$ cat config.mk
export PLATFORM = sky130hd
export DESIGN_NAME = cfg_store
export DESIGN_NICKNAME = d
export VERILOG_FILES = /design/src/rtl/cfg_store_pkg.sv /design/src/rtl/cfg_addr_dec.sv /design/src/rtl/cfg_cell_array.sv /design/src/rtl/cfg_checksum.sv /design/src/rtl/cfg_seq.sv /design/src/rtl/cfg_store.sv
export SDC_FILE = /design/constraint.sdc
export NUM_CORES = 1
export LEC_CHECK = 0
export BUFFER_PORTS_ARGS = -buffer_cell sky130_fd_sc_hd__buf_2
export CORE_UTILIZATION = 48
export DETAILED_ROUTE_END_ITERATION = 6
export GPL_TIMING_DRIVEN = 0
export PLACE_DENSITY = 0.63
export REMOVE_ABC_BUFFERS = 1
export SYNTH_ARGS = -nofsm -noshare
export SYNTH_HDL_FRONTEND = slang
export SYNTH_HIERARCHICAL = 1
export SYNTH_SLANG_ARGS = --single-unit
$ cat constraint.sdc
create_clock -name clk_i -period 5.4 [get_ports clk_i]
set_input_delay 1.35 -clock clk_i [delete_from_list [all_inputs] [get_ports clk_i]]
set_output_delay 1.35 -clock clk_i [all_outputs]
set_load 0.05 [all_outputs]
$ cat src/rtl/cfg_store_pkg.sv
package cfg_store_pkg;
  localparam int unsigned POL_BASE = 2560;
  localparam int unsigned SIG_BASE = 2568;
  localparam int unsigned AC1_BASE = 2632;
  localparam int unsigned PTD_BASE = 2640;
  localparam int unsigned SYN_ADDR = 2704;
  localparam int unsigned AC0_ADDR = 2705;
  localparam int unsigned SEC_ADDR = 2706;
  localparam int unsigned N_CELLS  = 8;
  localparam int unsigned SIG_BITS = 64;
  localparam int unsigned PTD_BITS = 64;
  localparam int unsigned IDX_W    = 6;

  typedef enum logic [2:0] {
    FLD_NONE, FLD_POL, FLD_SIG, FLD_AC1, FLD_PTD, FLD_SYN, FLD_AC0, FLD_SEC
  } fld_e;

  typedef enum logic [1:0] {ST_IDLE, ST_ERASE, ST_PROG} seq_e;
endpackage

$ cat src/rtl/cfg_addr_dec.sv
module cfg_addr_dec
  import cfg_store_pkg::*;
#(
  parameter int unsigned ADDR_W = 12
) (
  input  logic [ADDR_W-1:0] addr_i,
  output fld_e              fld_o,
  output logic [IDX_W-1:0]  idx_o,
  output logic              func_o
);
  logic [31:0] a;
  assign a = 32'(addr_i);

  always_comb begin
    fld_o = FLD_NONE;
    idx_o = '0;
    if (a >= POL_BASE && a < POL_BASE + N_CELLS) begin
      fld_o = FLD_POL; idx_o = IDX_W'(a - POL_BASE);
    end else if (a >= SIG_BASE && a < SIG_BASE + SIG_BITS) begin
      fld_o = FLD_SIG; idx_o = IDX_W'(a - SIG_BASE);
    end else if (a >= AC1_BASE && a < AC1_BASE + N_CELLS) begin
      fld_o = FLD_AC1; idx_o = IDX_W'(a - AC1_BASE);
    end else if (a >= PTD_BASE && a < PTD_BASE + PTD_BITS) begin
      fld_o = FLD_PTD; idx_o = IDX_W'(a - PTD_BASE);
    end else if (a == SYN_ADDR) begin
      fld_o = FLD_SYN;
    end else if (a == AC0_ADDR) begin
      fld_o = FLD_AC0;
    end else if (a == SEC_ADDR) begin
      fld_o = FLD_SEC;
    end
  end

  assign func_o = fld_o inside {FLD_POL, FLD_AC1, FLD_PTD, FLD_SYN, FLD_AC0};
endmodule

$ cat src/rtl/cfg_cell_array.sv
module cfg_cell_array
  import cfg_store_pkg::*;
(
  input  logic                clk_i,
  input  logic                rst_ni,
  input  logic                clr_i,
  input  logic                we_i,
  input  fld_e                fld_i,
  input  logic [IDX_W-1:0]    idx_i,
  input  logic                wbit_i,
  output logic [N_CELLS-1:0]  pol_o,
  output logic [N_CELLS-1:0]  ac1_o,
  output logic [PTD_BITS-1:0] ptd_o,
  output logic                syn_o,
  output logic                ac0_o,
  output logic [SIG_BITS-1:0] sig_o,
  output logic                sec_o,
  output logic                rbit_o
);
  localparam int unsigned CELL_IW = $clog2(N_CELLS);
  logic [CELL_IW-1:0] cidx;
  assign cidx = idx_i[CELL_IW-1:0];

  always_ff @(posedge clk_i or negedge rst_ni) begin
    if (!rst_ni) begin
      pol_o <= '0; ac1_o <= '0; ptd_o <= '0; sig_o <= '0;
      syn_o <= 1'b0; ac0_o <= 1'b0; sec_o <= 1'b0;
    end else if (clr_i) begin
      pol_o <= '0; ac1_o <= '0; ptd_o <= '0; sig_o <= '0;
      syn_o <= 1'b0; ac0_o <= 1'b0; sec_o <= 1'b0;
    end else if (we_i) begin
      unique case (fld_i)
        FLD_POL: pol_o[cidx]  <= wbit_i;
        FLD_AC1: ac1_o[cidx]  <= wbit_i;
        FLD_PTD: ptd_o[idx_i] <= wbit_i;
        FLD_SIG: sig_o[idx_i] <= wbit_i;
        FLD_SYN: syn_o        <= wbit_i;
        FLD_AC0: ac0_o        <= wbit_i;
        FLD_SEC: sec_o        <= wbit_i;
        default: ;
      endcase
    end
  end

  always_comb begin
    unique case (fld_i)
      FLD_POL: rbit_o = pol_o[cidx];
      FLD_AC1: rbit_o = ac1_o[cidx];
      FLD_PTD: rbit_o = ptd_o[idx_i];
      FLD_SIG: rbit_o = sig_o[idx_i];
      FLD_SYN: rbit_o = syn_o;
      FLD_AC0: rbit_o = ac0_o;
      FLD_SEC: rbit_o = sec_o;
      default: rbit_o = 1'b0;
    endcase
  end
endmodule

$ cat src/rtl/cfg_checksum.sv
module cfg_checksum
  import cfg_store_pkg::*;
#(
  parameter int unsigned CSUM_W = 16
) (
  input  logic [N_CELLS-1:0]  pol_i,
  input  logic [N_CELLS-1:0]  ac1_i,
  input  logic [PTD_BITS-1:0] ptd_i,
  input  logic                syn_i,
  input  logic                ac0_i,
  input  logic [SIG_BITS-1:0] sig_i,
  output logic [CSUM_W-1:0]   sum_o
);
  localparam int unsigned PTD_BYTES = PTD_BITS / 8;
  localparam int unsigned SIG_BYTES = SIG_BITS / 8;
  localparam int unsigned N_BYTES   = 3 + PTD_BYTES + SIG_BYTES;

  logic [7:0] bytes [N_BYTES];

  assign bytes[0] = pol_i;
  assign bytes[1] = ac1_i;
  assign bytes[2] = {6'b0, ac0_i, syn_i};

  for (genvar j = 0; j < PTD_BYTES; j++) begin : g_ptd
    assign bytes[3 + j] = ptd_i[8*j +: 8];
  end
  for (genvar j = 0; j < SIG_BYTES; j++) begin : g_sig
    assign bytes[3 + PTD_BYTES + j] = sig_i[8*j +: 8];
  end

  always_comb begin
    sum_o = '0;
    for (int k = 0; k < N_BYTES; k++) sum_o = sum_o + CSUM_W'(bytes[k]);
  end
endmodule

$ cat src/rtl/cfg_seq.sv
module cfg_seq
  import cfg_store_pkg::*;
#(
  parameter int unsigned ERASE_CYCLES = 16
) (
  input  logic clk_i,
  input  logic rst_ni,
  input  logic start_i,
  input  logic end_i,
  output logic busy_o,
  output logic prog_o,
  output logic clr_o,
  output logic done_o
);
  localparam int unsigned CNT_W = $clog2(ERASE_CYCLES + 1);

  seq_e             st_q;
  logic [CNT_W-1:0] cnt_q;

  assign busy_o = (st_q == ST_ERASE);
  assign prog_o = (st_q == ST_PROG);
  assign clr_o  = start_i && !busy_o;
  assign done_o = end_i && prog_o && !start_i;

  always_ff @(posedge clk_i or negedge rst_ni) begin
    if (!rst_ni) begin
      st_q  <= ST_IDLE;
      cnt_q <= '0;
    end else if (clr_o) begin
      st_q  <= ST_ERASE;
      cnt_q <= '0;
    end else if (busy_o) begin
      if (cnt_q == CNT_W'(ERASE_CYCLES - 1)) st_q <= ST_PROG;
      else cnt_q <= cnt_q + 1'b1;
    end else if (done_o) begin
      st_q <= ST_IDLE;
    end
  end
endmodule

$ cat src/rtl/cfg_store.sv
module cfg_store
  import cfg_store_pkg::*;
#(
  parameter int unsigned ADDR_W       = 12,
  parameter int unsigned ERASE_CYCLES = 16,
  parameter int unsigned CSUM_W       = 16
) (
  input  logic              clk_i,
  input  logic              rst_ni,
  input  logic              prog_start_i,
  input  logic              prog_end_i,
  input  logic              req_i,
  input  logic              we_i,
  input  logic [ADDR_W-1:0] addr_i,
  input  logic              wdata_i,
  output logic              rvalid_o,
  output logic              rdata_o,
  output logic              rd_err_o,
  output logic              busy_o,
  output logic [CSUM_W-1:0] checksum_o
);
  fld_e               fld;
  logic [IDX_W-1:0]   idx;
  logic               func, rbit, prog, clr, done;
  logic [N_CELLS-1:0]  pol, ac1;
  logic [PTD_BITS-1:0] ptd;
  logic [SIG_BITS-1:0] sig;
  logic                syn, ac0, sec;
  logic [CSUM_W-1:0]   sum;

  cfg_addr_dec #(.ADDR_W(ADDR_W)) u_dec (
    .addr_i(addr_i), .fld_o(fld), .idx_o(idx), .func_o(func)
  );

  cfg_seq #(.ERASE_CYCLES(ERASE_CYCLES)) u_seq (
    .clk_i(clk_i), .rst_ni(rst_ni), .start_i(prog_start_i), .end_i(prog_end_i),
    .busy_o(busy_o), .prog_o(prog), .clr_o(clr), .done_o(done)
  );

  cfg_cell_array u_cells (
    .clk_i(clk_i), .rst_ni(rst_ni), .clr_i(clr),
    .we_i(req_i && we_i && prog), .fld_i(fld), .idx_i(idx), .wbit_i(wdata_i),
    .pol_o(pol), .ac1_o(ac1), .ptd_o(ptd), .syn_o(syn), .ac0_o(ac0),
    .sig_o(sig), .sec_o(sec), .rbit_o(rbit)
  );

  cfg_checksum #(.CSUM_W(CSUM_W)) u_sum (
    .pol_i(pol), .ac1_i(ac1), .ptd_i(ptd), .syn_i(syn), .ac0_i(ac0),
    .sig_i(sig), .sum_o(sum)
  );

  logic rd_acc, deny;
  assign rd_acc = req_i && !we_i && !busy_o;
  assign deny   = sec && func;

  always_ff @(posedge clk_i or negedge rst_ni) begin
    if (!rst_ni) begin
      rvalid_o <= 1'b0;
      rdata_o  <= 1'b0;
      rd_err_o <= 1'b0;
    end else begin
      rvalid_o <= rd_acc;
      rdata_o  <= rd_acc && !deny && rbit;
      rd_err_o <= rd_acc && deny;
    end
  end

  always_ff @(posedge clk_i or negedge rst_ni) begin
    if (!rst_ni)   checksum_o <= '0;
    else if (done) checksum_o <= sum;
  end
endmodule

Word-level counts from Yosys, hierarchy flattened
Cells that the tools add are included.
{"block": "totals", "regBits": 173, "inputBits": 19, "output_inout_bits": 20, "wordCells": 160}
{"block": "classes", "add_sub_neg": 23, "n_lt_le_gt_ge": 12, "eq_ne": 15, "n_mux": 56, "n_reduce_logical": 41}
{"op": "$mux W64", "n": 6}
{"op": "$add A16 B8 Y16", "n": 16}
{"op": "$bwmux W64", "n": 2}
{"op": "$ge A12 B12 Y1 const B", "n": 4}
{"op": "$lt A12 B12 Y1 const B", "n": 4}
{"op": "$mux W8", "n": 6}
{"op": "$eq A12 B12 Y1 const B", "n": 3}
{"op": "$mux W6", "n": 4}
{"op": "$mux W3", "n": 7}
{"op": "$reduce_and A2 Y1", "n": 9}
{"op": "$reduce_bool A2 Y1", "n": 9}
{"op": "$logic_and A1 B1 Y1", "n": 17}
{"op": "$add A16 B2 Y16", "n": 1}
{"op": "$bwmux W8", "n": 2}
{"op": "$mux W1", "n": 15}
{"op": "$mux W5", "n": 3}
{"op": "$bmux W1 S6", "n": 2}
{"op": "$eq A3 B3 Y1 const B", "n": 4}
{"op": "$sub A6 B4 Y6 const B", "n": 2}
{"op": "$add A8 B8 Y9", "n": 1}
{"op": "$mux W2", "n": 4}
{"op": "$lt A6 B7 Y1 const B", "n": 1}
{"op": "$pmux W1 S7", "n": 1}
{"op": "$bmux W1 S3", "n": 2}
{"op": "other kinds (18)", "n": 22}

Logic depth before layout (Yosys ltp)
Gate-level depths: netlist of the first run.
{"block": "depth", "depth_word": 18, "mapped_depth": 19}

Cells and area by module
The synthesis of the first run kept the hierarchy.
{"module": "cfg_cell_array", "instances": 1, "cells_each": 915, "area_per_inst_um2": 8493.1}
{"module": "cfg_checksum", "instances": 1, "cells_each": 393, "area_per_inst_um2": 3843.7}
{"module": "cfg_store", "instances": 1, "cells_each": 42, "area_per_inst_um2": 754.5}
{"module": "cfg_seq", "instances": 1, "cells_each": 35, "area_per_inst_um2": 391.6}
{"module": "cfg_addr_dec", "instances": 1, "cells_each": 55, "area_per_inst_um2": 382.9}

Worst setup path before layout of the first run
OpenSTA, ideal clock, no wires.
{"block": "synth_path", "path_kind": "reg2reg", "startpoint": "reg u_cells.pol_o[6]", "endpoint": "reg checksum_o[11]", "arrival_time_ps": 5150, "path_slack_ps": 125, "path_stages_with_launch": 17, "period_less_slack_ps": 5275, "path_cell_list": "dfrtp_1 -> inv_1 -> fa_1 -> inv_1 -> fa_1 -> fa_1 -> fa_1 -> fa_1 -> inv_1 -> fa_1 -> inv_1 -> ha_1 -> and3_1 -> a221o_1 -> o41ai_2 -> xor2_1 -> mux2_4"}
{"block": "synth_between", "elab_chain_len": 18}
{"element": "from (decl)", "line_no": "cfg_cell_array.sv:11", "source": "output logic [N_CELLS-1:0] pol_o,"}
{"element": "from (signal, indexed assignment)", "line_no": "cfg_cell_array.sv:33", "source": "FLD_POL: pol_o[cidx] <= wbit_i;"}
{"element": "$add A8 B8 Y9", "line_no": "cfg_checksum.sv:33", "source": "for (int k = 0; k < N_BYTES; k++) sum_o = sum_o + CSUM_W'(bytes[k]);"}
{"element": "$add A16 B2 Y16", "line_no": "cfg_checksum.sv:33"}
{"element": "$add A16 B8 Y16 (16 in a row)", "line_no": "cfg_checksum.sv:33"}
{"element": "named net sum[11]", "line_no": "cfg_store.sv:29", "source": "logic [CSUM_W-1:0] sum;"}
{"element": "to (signal assigned)", "line_no": "cfg_store.sv:70", "source": "else if (done) checksum_o <= sum;"}
{"element": "to (decl)", "line_no": "cfg_store.sv:20", "source": "output logic [CSUM_W-1:0] checksum_o"}
The timed path passes the listed nets, and every way through them passes these cells.
A chain may end at the register's enable or synchronous reset.

Worst setup path in the final report of the first run
{"block": "layout_path", "startpoint": "reg u_cells.ptd_o[20]", "endpoint": "reg checksum_o[9]"}
{"block": "layout_between", "elab_chain_len": 14}
{"element": "from (decl)", "line_no": "cfg_cell_array.sv:13", "source": "output logic [PTD_BITS-1:0] ptd_o,"}
{"element": "from (signal, indexed assignment)", "line_no": "cfg_cell_array.sv:35", "source": "FLD_PTD: ptd_o[idx_i] <= wbit_i;"}
{"element": "$add A16 B8 Y16 (14 in a row)", "line_no": "cfg_checksum.sv:33"}
{"element": "named net sum[9]", "line_no": "cfg_store.sv:29"}
The timed path passes the listed nets, and every way through them passes these cells.

==> run_results.csv, run 1 <==
group,metric,value,unit
layout,syn2layout_area_growth,10.9,%
layout,diodes,0,
die,initial_utilization,49.4,%
yosys,yosysWarnings,6,
clock_network,htreeDepth,4,
sta,hold_violations,0,
sta,setup_ws,-19.1,ps
layout,final_common_cell,"inv_1",
die,core_area,28100,µm²
sta,finalCritPeriodShare,100,%
layout,final_cell_mix,"inv_1 (200), nand2_1 (177), dfrtp_1 (163)",
yosys,synthFlopType,"dfrtp_1",
job,maxCapViolations,0,
sta,slew_headroom,26.4,%
grt,overflow,0,
sta,fin_crit,5420,ps
sta,timing.fmax,0.185,GHz
clock_network,cts_tree,"yes",
sta,slew_viol_final,0,
yosys,yosysSeqAreaShare,31.2,%
placement,pre_cts_slack,-720,ps
drt,finalWirelength,40.4,mm
placement,gp_congestion,0.910,
worst_setup_path,cp.arrival,5750,ps
worst_setup_path,reg2reg_depth,16,
worst_setup_path,crit_required,5730,ps
yosys,synth_area,13900,µm²
worst_setup_path,worstSetupStartpoint,"u_cells/ptd_o[20]",
min_path,hold_class,"reg -> reg",
placement,dp_hpwl,29.3,mm
yosys,ys_types,77,
sta,setup_tns,-34.3,ps
drt,drt_iter0_drc,1121,
worst_setup_path,rrSetupSlack,-20,ps
worst_setup_path,reg2reg_to,"checksum_o[9]",
drt,dr.pass1.iters,7,
yosys,synthArstFlopShare,100,%
drt,drcViolationCount,7,
sta,skew,16.4,ps
placement,port_buffers,38,
die,die_w,172,µm
yosys,synth_edf_count,0,
clock_network,path_clk_slew,70,ps
clock_network,cts.sinks,173,
die,ios,39,
layout,drive_above_1_share,15.0,%
power,leakage,7.37,nW
die,rows,61,
die,die_area,29600,µm²
status,status,"finished with violations",
clock_network,clock_path_buffers,2,
drt,viasPerCell,5.81,
worst_setup_path,crit_type,"reg -> reg",
yosys,postSynthAreaPerCell,9.63,µm²
sta,rsz0062_at_grt,"yes",
power,p_total,9.80,mW
drt,num_vias,10729,
grt,antenna_found_initial,1,
drt,ant_nets,0,
worst_setup_path,timing.rr.start,"u_cells/ptd_o[20]",
worst_setup_path,startpoint_type,"register",
drt,wl_per_cell,21.9,µm
yosys,ys_ff_latch,173,
sta,final-setup-viol-count,2,
worst_setup_path,endpoint,"checksum_o[9]",
sta,worst_pin_slew,1100,ps
status,violations,"design-rule violations, negative setup slack",
worst_setup_path,path_max_fanout,4,
power,irDropWorstVdd,1.41,mV
yosys,synthCells,1440,
power,powerDensity,637,nW/µm²
clock_network,ctsHoldBuffers,0,
clock_network,cts_made_buffers,17,
layout,num-nets-final,1628,
die,die_y,172,µm
clock_network,root_buffer,"clkbuf_16",
worst_setup_path,critPathCaptureType,"register",
grt,grt_pass1_wl,63.4,mm
grt,grt_max_degree,102,
grt,grt_pass1_vias,10679,
clock_network,clock_latency,450,ps
grt,grtUsageTotal,29.2,%
-- worst min path at each step --
stage | start | end | cells past startpoint
2_1_floorplan | u_seq/cnt_q[3] | u_seq/cnt_q[3] | 1
3_3_place_gp | u_seq/cnt_q[3] | u_seq/cnt_q[3] | 1
3_5_place_dp | u_seq/cnt_q[3] | u_seq/cnt_q[3] | 1
4_1_cts | u_seq/cnt_q[3] | u_seq/cnt_q[3] | 1
5_1_grt | u_seq/cnt_q[3] | u_seq/cnt_q[3] | 1
6_report | u_seq/cnt_q[3] | u_seq/cnt_q[3] | 1
-- registers in the layout, indices dropped and copies added (netlist names), 2 cells and up --
| register | flops |
|---|---|
| u_cells/ptd_o | 64 |
| u_cells/pol_o | 8 |
| u_cells/sig_o | 64 |
| u_seq/cnt_q | 5 |
| u_cells/ac1_o | 8 |
| checksum_o | 16 |
| u_seq/st_q | 2 |
-- power breakdown --
part / total, mW / switching, mW / internal (mW)
Clock: 1.25 / 0.594 / 0.657
Sequential: 1.53 / 0.125 / 1.41
Combinational: 7.02 / 3.85 / 3.17
Total: 9.80 / 4.57 / 5.23
-- area by class of cell --
type / count / area, µm²
sequential: 173 / 4340
clock inverter: 14 / 135
multi-input combinational: 973 / 8470
fill: 2525 / 12700
clock buffer: 18 / 439
tap: 378 / 473
timing repair buffer: 78 / 714
inverter: 214 / 803
-- kinds of logic after synthesis --
group	after synthesis	share of synthesized area, %
compound gates	266	11.3
flops	173	31.2
mux	194	15.5
other cells	1	0.0270
fa+ha+maj	152	20.6
buf+inv	296	8.93
simple gates	350	11.9
xor+xnor	8	0.505
-- synthesized netlist by cell type (3+ instances only) --
cell type	count	area, µm²
mux2i_1	153	1530
and3_1	10	62.6
nor2b_1	11	68.8
o21ai_1	10	50.1
buf_1	8	30.0
a21oi_1	35	175
and2_1	7	43.8
mux4_2	10	225
nor3b_1	4	30.0
xnor2_1	5	43.8
a32oi_1	5	43.8
mux2_2	17	191
fa_1	127	2540
a21o_1	3	22.5
a31oi_1	7	43.8
buf_6	9	101
xor2_1	3	26.3
nand2b_1	10	62.6
clkbuf_1	49	184
nand2_1	177	664
dfrtp_1	173	4330
mux2_1	4	45.0
mux2_4	10	150
nand3_1	23	115
ha_1	25	313
a22oi_1	11	82.6
a221oi_1	13	114
buf_2	5	25.0
o211ai_1	4	30.0
nand4_1	6	37.5
or2_2	3	18.8
and2b_1	3	22.5
nor2_1	60	225
nand3b_1	5	37.5
buf_4	10	75.1
o22ai_1	3	18.8
nor3_1	8	40.0
inv_1	213	800
nor2b_4	3	41.3
o21ai_0	151	756
-- what timing repair did --
item / CTS / global route
endpoints found under the setup margin: 8 / 7
pin swaps: 21 / 10
gates resized for setup: 29 / 15
buffers inserted: 19 / 5
-- through the flow --
step	hold WS [ps]	instances	instance area (µm²)	util (%)
floorplan	442	1360	13400	-
global placement	473	1776	14100	50.2
detailed placement	478	1792	14500	51.6
CTS	488	1843	15300	54.5
global route	505	1848	15400	54.8
finish	488	1848	15400	54.8
-- critical path: stages, from the launching register on --
cell and delay (ps):
dfrtp_1 400, inv_1 70, fa_1 500, inv_1 50, fa_1 610, fa_1 480
fa_1 500, fa_1 580, inv_2 50, fa_1 550, inv_2 50, ha_4 250
and3_1 150, a221o_2 440, o41ai_2 250, xnor2_1 120, mux2_4 260
-- per-layer routing --
layer | track usage (%) | up-vias | routed length, µm
met5 | 0 | - | 11
met1 | 40.7 | 5418 | 17500
li1 | - | 4785 | -
met4 | 10.7 | 2 | 1310
met3 | 5.01 | 86 | 2960
met2 | 45.7 | 438 | 18700
No activity file was read; power rests on OpenSTA's default activity.
==> run 2, diff against run 1 <==
--- a/config.mk
+++ b/config.mk
@@ -6,11 +6,12 @@
 export NUM_CORES = 1
 export LEC_CHECK = 0
 export BUFFER_PORTS_ARGS = -buffer_cell sky130_fd_sc_hd__buf_2
-export CORE_UTILIZATION = 48
+export CORE_UTILIZATION = 45
 export DETAILED_ROUTE_END_ITERATION = 6
 export GPL_TIMING_DRIVEN = 0
-export PLACE_DENSITY = 0.63
+export PLACE_DENSITY = 0.6
 export REMOVE_ABC_BUFFERS = 1
+export SETUP_SLACK_MARGIN = 0.2
 export SYNTH_ARGS = -nofsm -noshare
 export SYNTH_HDL_FRONTEND = slang
 export SYNTH_HIERARCHICAL = 1
==> constraint.sdc (replaced) <==
create_clock -name clk_i -period 5.4 [get_ports clk_i]
set_input_delay 1.35 -clock clk_i [delete_from_list [all_inputs] [get_ports clk_i]]
set_output_delay 1.35 -clock clk_i [all_outputs]
set_load 0.01 [all_outputs]
==> run 2 against run 1 <==
- the run now ends clean
- die area up 6.6%
- count of clock-buffer cells in the layout up 3
- cell count up 2.8%
- non-clock buffer count up 39
==> run_results.csv, run 2 (same netlist as run 1, synthesis figures left out) <==
group,metric,value,unit
grt,grt_max_degree,93,
sta,rsz0062_at_grt,"yes",
sta,skew,17.1,ps
die,rows,63,
power,clkPwrFrac,11.8,%
power,pwr-share-seq,14.0,%
clock_network,cts.sinks,173,
min_path,hold_class,"reg -> reg",
sta,worst_pin_slew,1140,ps
drt,wl_per_cell,22.1,µm
grt,grt_pass1_vias,10724,
drt,viasPerCell,5.78,
grt,grtUsageTotal,27.9,%
clock_network,root_buffer,"clkbuf_16",
job,maxCapViolations,0,
drt,dr.pass1.iters,6,
worst_setup_path,rrSetupSlack,40,ps
power,p_total,10.9,mW
power,combPwrFrac,74.2,%
power,switching_share,45.1,%
sta,fin_crit,5360,ps
worst_setup_path,path_common_cell,"fa_1",
die,die_y,178,µm
min_path,min_path_cells,1,
clock_network,cts_made_buffers,17,
worst_setup_path,reg2reg_depth,16,
sta,setup_tns,0,ps
clock_network,clock_path_buffers,2,
layout,final_common_cell,"inv_1",
die,die_w,178,µm
layout,drive_above_1_share,19.0,%
placement,pre_cts_slack,-655,ps
drt,ant_nets,0,
status,status,"finished, final reports clean",
sta,slew_viol_final,0,
worst_setup_path,crit_type,"reg -> reg",
clock_network,cts_tree,"yes",
layout,reg_top3,"u_cells/ptd_o x64, u_cells/sig_o x64, checksum_o x16",
clock_network,ctsHoldBuffers,0,
worst_setup_path,startpoint_type,"register",
grt,antenna_found_initial,0,
placement,port_buffers,38,
worst_setup_path,cp.arrival,5690,ps
worst_setup_path,timing.rr.start,"u_cells/ptd_o[61]",
worst_setup_path,crit_family,"adder cells",
worst_setup_path,cp_cell_sequence,"fa_1 -> inv_1 -> fa_1 -> inv_1 -> fa_1 -> inv_1 -> fa_1 -> fa_1 -> fa_1 -> inv_2 -> ha_4 -> and3_4 -> a221o_2 -> o41ai_2 -> xor2_1 -> mux2_4",
grt,overflow,0,
min_path,min_to,"u_seq/cnt_q[3]",
power,power_switching,4.92,mW
clock_network,path_clk_slew,70,ps
placement,gp_congestion,0.926,
layout,final_util,52.9,%
power,p_int,5.98,mW
sta,final-setup-viol-count,0,
die,core_area,30000,µm²
sta,setup_ws,39.5,ps
worst_setup_path,path_buf_inv,4,
placement,dp_hpwl,29.7,mm
sta,finalCritPeriodShare,99.3,%
worst_setup_path,slowest_delay,550,ps
clock_network,htreeDepth,4,
drt,drt_iter0_drc,1114,
sta,timing.fmax,0.187,GHz
drt,finalWirelength,42.0,mm
worst_setup_path,crit_slowest_cell,"fa_1",
die,initial_utilization,46.3,%
sta,hold_violations,0,
grt,grt_pass1_wl,64.9,mm
worst_setup_path,path_max_fanout,4,
die,die_area,31500,µm²
layout,num-nets-final,1667,
worst_setup_path,crit_required,5720,ps
power,leakage,7.55,nW
worst_setup_path,reg2reg_to,"checksum_o[11]",
die,ios,39,
layout,diodes,0,
drt,drcViolationCount,0,
drt,num_vias,10969,
clock_network,clock_latency,450,ps
sta,slew_headroom,23.8,%
min_path,min-delay-start,"u_seq/cnt_q[3]",
layout,syn2layout_area_growth,14.3,%
layout,final_cell_mix,"inv_1 (188), nand2_1 (177), dfrtp_1 (163)",
power,irDropWorstVdd,1.28,mV
power,powerDensity,688,nW/µm²
worst_setup_path,critPathCaptureType,"register",
-- run 2: cell types whose count changed in the layout (fill, tap and decap cells not counted), sizes merged --
| cell | before | now |
|---|---|---|
| inv | 219 | 216 |
| clkinvlp | 3 | 2 |
| bufinv | 1 | 2 |
| buf | 78 | 117 |
| clkbuf | 18 | 21 |
-- run 2: worst reg2reg max path, stage by stage (launching register included) --
cell	delay, ps
dfrtp_2	440
fa_1	540
inv_1	50
fa_1	530
inv_1	60
fa_1	500
inv_1	50
fa_1	500
fa_1	460
fa_1	550
inv_2	60
ha_4	220
and3_4	160
a221o_2	470
o41ai_2	290
xor2_1	120
mux2_4	260
-- run 2: worst max path at each step --
stage               slack, ps           endpoint              start  cells past startpoint
floorplan               -2520  u_cells/sig_o[14]          addr_i[4]                     11
global placement       -13160  u_cells/sig_o[40]       prog_start_i                      6
detailed placement       -650            rdata_o          addr_i[4]                     15
CTS                        70     checksum_o[11]  u_cells/sig_o[38]                     18
global route              -90     checksum_o[11]  u_cells/ptd_o[60]                     16
finish                     40     checksum_o[11]  u_cells/ptd_o[61]                     16
-- run 2: cell type report --
type / instances / area, µm²
clock inverter: 11 / 135
fill: 2689 / 14100
timing repair buffer: 117 / 1010
multi-input combinational: 973 / 8610
inverter: 214 / 803
clock buffer: 21 / 460
sequential: 173 / 4340
tap: 390 / 488
-- run 2: timing repair --
action                                  4_1_cts  5_1_grt
gates resized for setup                      48       34
pin swaps                                    48       25
endpoints found under the setup margin        8        7
endpoints found under the hold margin         0        0
buffers inserted                             39       25
-- run 2: per-stage QoR --
| stage | instances | hold slack, ps | cell area (µm²) |
|---|---|---|---|
| after floorplan | 1360 | 442 | 13400 |
| after global placement | 1788 | 473 | 14100 |
| after detailed placement | 1803 | 476 | 14500 |
| after CTS | 1874 | 487 | 15500 |
| after global routing | 1899 | 519 | 15800 |
| final | 1899 | 492 | 15800 |
-- run 2: power groups by stage --
stage          clock network (mW)  logic, mW  registers, mW
6_report                     1.29       8.08           1.52
5_1_grt                      1.37       8.94           1.54
4_1_cts                      1.32       6.70           1.53
3_5_place_dp                    0       5.58           1.56
3_3_place_gp                    0       5.48           1.55
2_1_floorplan                   0       4.07           1.52
-- run 2: metal layers --
metal / part of all wire (%) / GRT usage (%) / vias up
li1: - / - / 4856
met1: 44 / 39.7 / 5562
met2: 46 / 43.2 / 490
met3: 7.9 / 4.48 / 61
met4: 2.5 / 9.33 / 0
met5: 0 / 0 / -
==> run 3, diff against run 2 <==
==> constraint.sdc (replaced) <==
create_clock -name clk_i -period 5.4 [get_ports clk_i]
set_input_delay 0.27 -clock clk_i [delete_from_list [all_inputs] [get_ports clk_i]]
set_output_delay 0.27 -clock clk_i [all_outputs]
set_load 0.01 [all_outputs]
==> run 3 against run 2 <==
- routed wire length down 0.31%
- clock skew up 0.72 ps
- flip-flop and latch count unchanged
- count of clock-buffer cells in the layout unchanged
- design area about the same
- fmax down 0.60%
- cell count up 0.11%
- via count down 0.98%
- combinational power about the same
- clock power about the same
- setup slack worse by 32 ps
- largest cell class unchanged
- largest power group unchanged
==> run_results.csv, run 3 (same netlist as run 1, synthesis figures left out) <==
group,metric,value,unit
clock_network,htreeDepth,4,
worst_setup_path,crit_required,5720,ps
drt,viasPerCell,5.71,
layout,final_cell_mix,"inv_1 (188), nand2_1 (177), dfrtp_1 (163)",
power,irDropWorstVdd,1.27,mV
worst_setup_path,critPathCaptureType,"register",
grt,antenna_found_initial,0,
drt,wl_per_cell,22.0,µm
min_path,hold_class,"in -> reg",
sta,fin_crit,5390,ps
power,leakage,7.56,nW
layout,stdcell_count,1901,
placement,pre_cts_slack,-471,ps
drt,dr.pass1.iters,5,
clock_network,clock_latency,450,ps
die,rows,63,
drt,num_vias,10862,
grt,overflow,0,
power,switching_share,45.2,%
sta,finalCritPeriodShare,99.9,%
die,die_y,178,µm
worst_setup_path,crit_type,"reg -> reg",
worst_setup_path,worstSetupStartpoint,"u_cells/ptd_o[61]",
layout,final_util,52.9,%
die,ios,39,
worst_setup_path,path_max_fanout,4,
clock_network,cts_made_buffers,17,
clock_network,root_buffer,"clkbuf_16",
placement,gp_congestion,0.926,
power,power_switching,4.93,mW
job,maxCapViolations,0,
sta,worst_pin_slew,1350,ps
grt,grtUsageTotal,27.9,%
worst_setup_path,cp_cell_sequence,"fa_1 -> inv_1 -> fa_1 -> inv_1 -> fa_1 -> inv_1 -> fa_1 -> fa_1 -> fa_1 -> inv_2 -> ha_4 -> and3_4 -> a221o_2 -> o41ai_2 -> xor2_1 -> mux2_4",
power,pwr-share-seq,13.9,%
sta,setup_ws,7.41,ps
layout,ff_latch_area,4340,µm²
power,combPwrFrac,74.2,%
min_path,min-delay-start,"req_i",
layout,reg_top3,"u_cells/ptd_o x64, u_cells/sig_o x64, checksum_o x16",
layout,syn2layout_area_growth,14.2,%
drt,drt_iter0_drc,1111,
worst_setup_path,startpoint_type,"register",
die,die_area,31500,µm²
layout,drive_above_1_share,18.8,%
clock_network,clock_path_buffers,2,
placement,port_buffers,38,
clock_network,cts.sinks,173,
drt,drcViolationCount,0,
placement,dp.cells,1803,
clock_network,cts_tree,"yes",
layout,diodes,0,
worst_setup_path,cp.arrival,5720,ps
power,powerDensity,689,nW/µm²
die,core_area,30000,µm²
sta,rsz0062_at_grt,"yes",
die,initial_utilization,46.3,%
layout,final_common_cell,"inv_1",
placement,dp_hpwl,29.7,mm
worst_setup_path,crit_family,"adder cells",
worst_setup_path,slowest_delay,550,ps
worst_setup_path,timing.rr.start,"u_cells/ptd_o[61]",
clock_network,path_clk_slew,70,ps
layout,multi_input_area,8580,µm²
status,status,"finished, final reports clean",
worst_setup_path,path_buf_inv,4,
drt,ant_nets,0,
grt,grt_max_degree,93,
layout,num-nets-final,1669,
worst_setup_path,rrSetupSlack,7,ps
sta,final-setup-viol-count,0,
die,die_w,178,µm
worst_setup_path,path_common_cell,"fa_1",
sta,slew_headroom,10.3,%
sta,skew,17.8,ps
grt,grt_pass1_wl,64.8,mm
worst_setup_path,crit_slowest_cell,"fa_1",
sta,hold_violations,0,
sta,slew_viol_final,0,
sta,whs,123,ps
power,clkPwrFrac,11.8,%
sta,timing.fmax,0.185,GHz
drt,finalWirelength,41.9,mm
layout,nFillCells,2689,
power,p_int,5.98,mW
grt,grt_pass1_vias,10705,
run 3: changes by cell type in the layout (fill, tap and decap cells not counted), sizes merged:
cell | previous run | this run
dlygate4sd3 | 0 | 2
run 3: stage by stage:
step	setup TNS [ps]	cell area (µm²)	power [mW]
after floorplan	-223880	13400	5.59
final	0	15800	10.9
after CTS	0	15500	9.54
after detailed placement	-2600	14500	7.13
after global routing	-198	15800	11.8
after global placement	-1511200	14100	7.03
run 3: worst paths after layout:
kind,depth (start not counted),to
min in group asynchronous,2,rd_err_o
min,2,rvalid_o
min reg2reg,1,u_seq/cnt_q[3]
max,16,checksum_o[11]
max reg2reg,16,checksum_o[11]
max in group asynchronous,3,u_cells/ptd_o[61]
run 3: routing by layer:
metal / vias to the layer above / track usage, % / routed length [µm]
met5: - / 0 / 0
met4: 0 / 9.33 / 1100
met3: 60 / 4.48 / 3030
met2: 464 / 43.1 / 19300
met1: 5472 / 39.7 / 18500
li1: 4866 / - / -
run 3: repair_timing:
item | 4_1_cts | 5_1_grt
buffers inserted | 39 | 25
endpoints found under the hold margin | 81 | 1
hold buffers | 1 | 1
pin swaps | 48 | 25
gates cloned | 0 | 0
setup endpoints to repair | 7 | 6
gates resized for setup | 45 | 32
run 3: cell type report:
type	instances	area share [%]
clock buffer	21	2.91
clock inverter	11	0.853
inverter	214	5.07
multi-input combinational	973	54.2
sequential	173	27.4
tap	390	3.08
timing repair buffer	119	6.48
run 3: power by group through the flow:
stage	clock network [mW]	registers [mW]	logic, mW
final	1.29	1.52	8.10
after global routing	1.37	1.54	8.94
after CTS	1.32	1.53	6.70
after detailed placement	0	1.56	5.58
after global placement	0	1.55	5.48
after floorplan	0	1.52	4.07
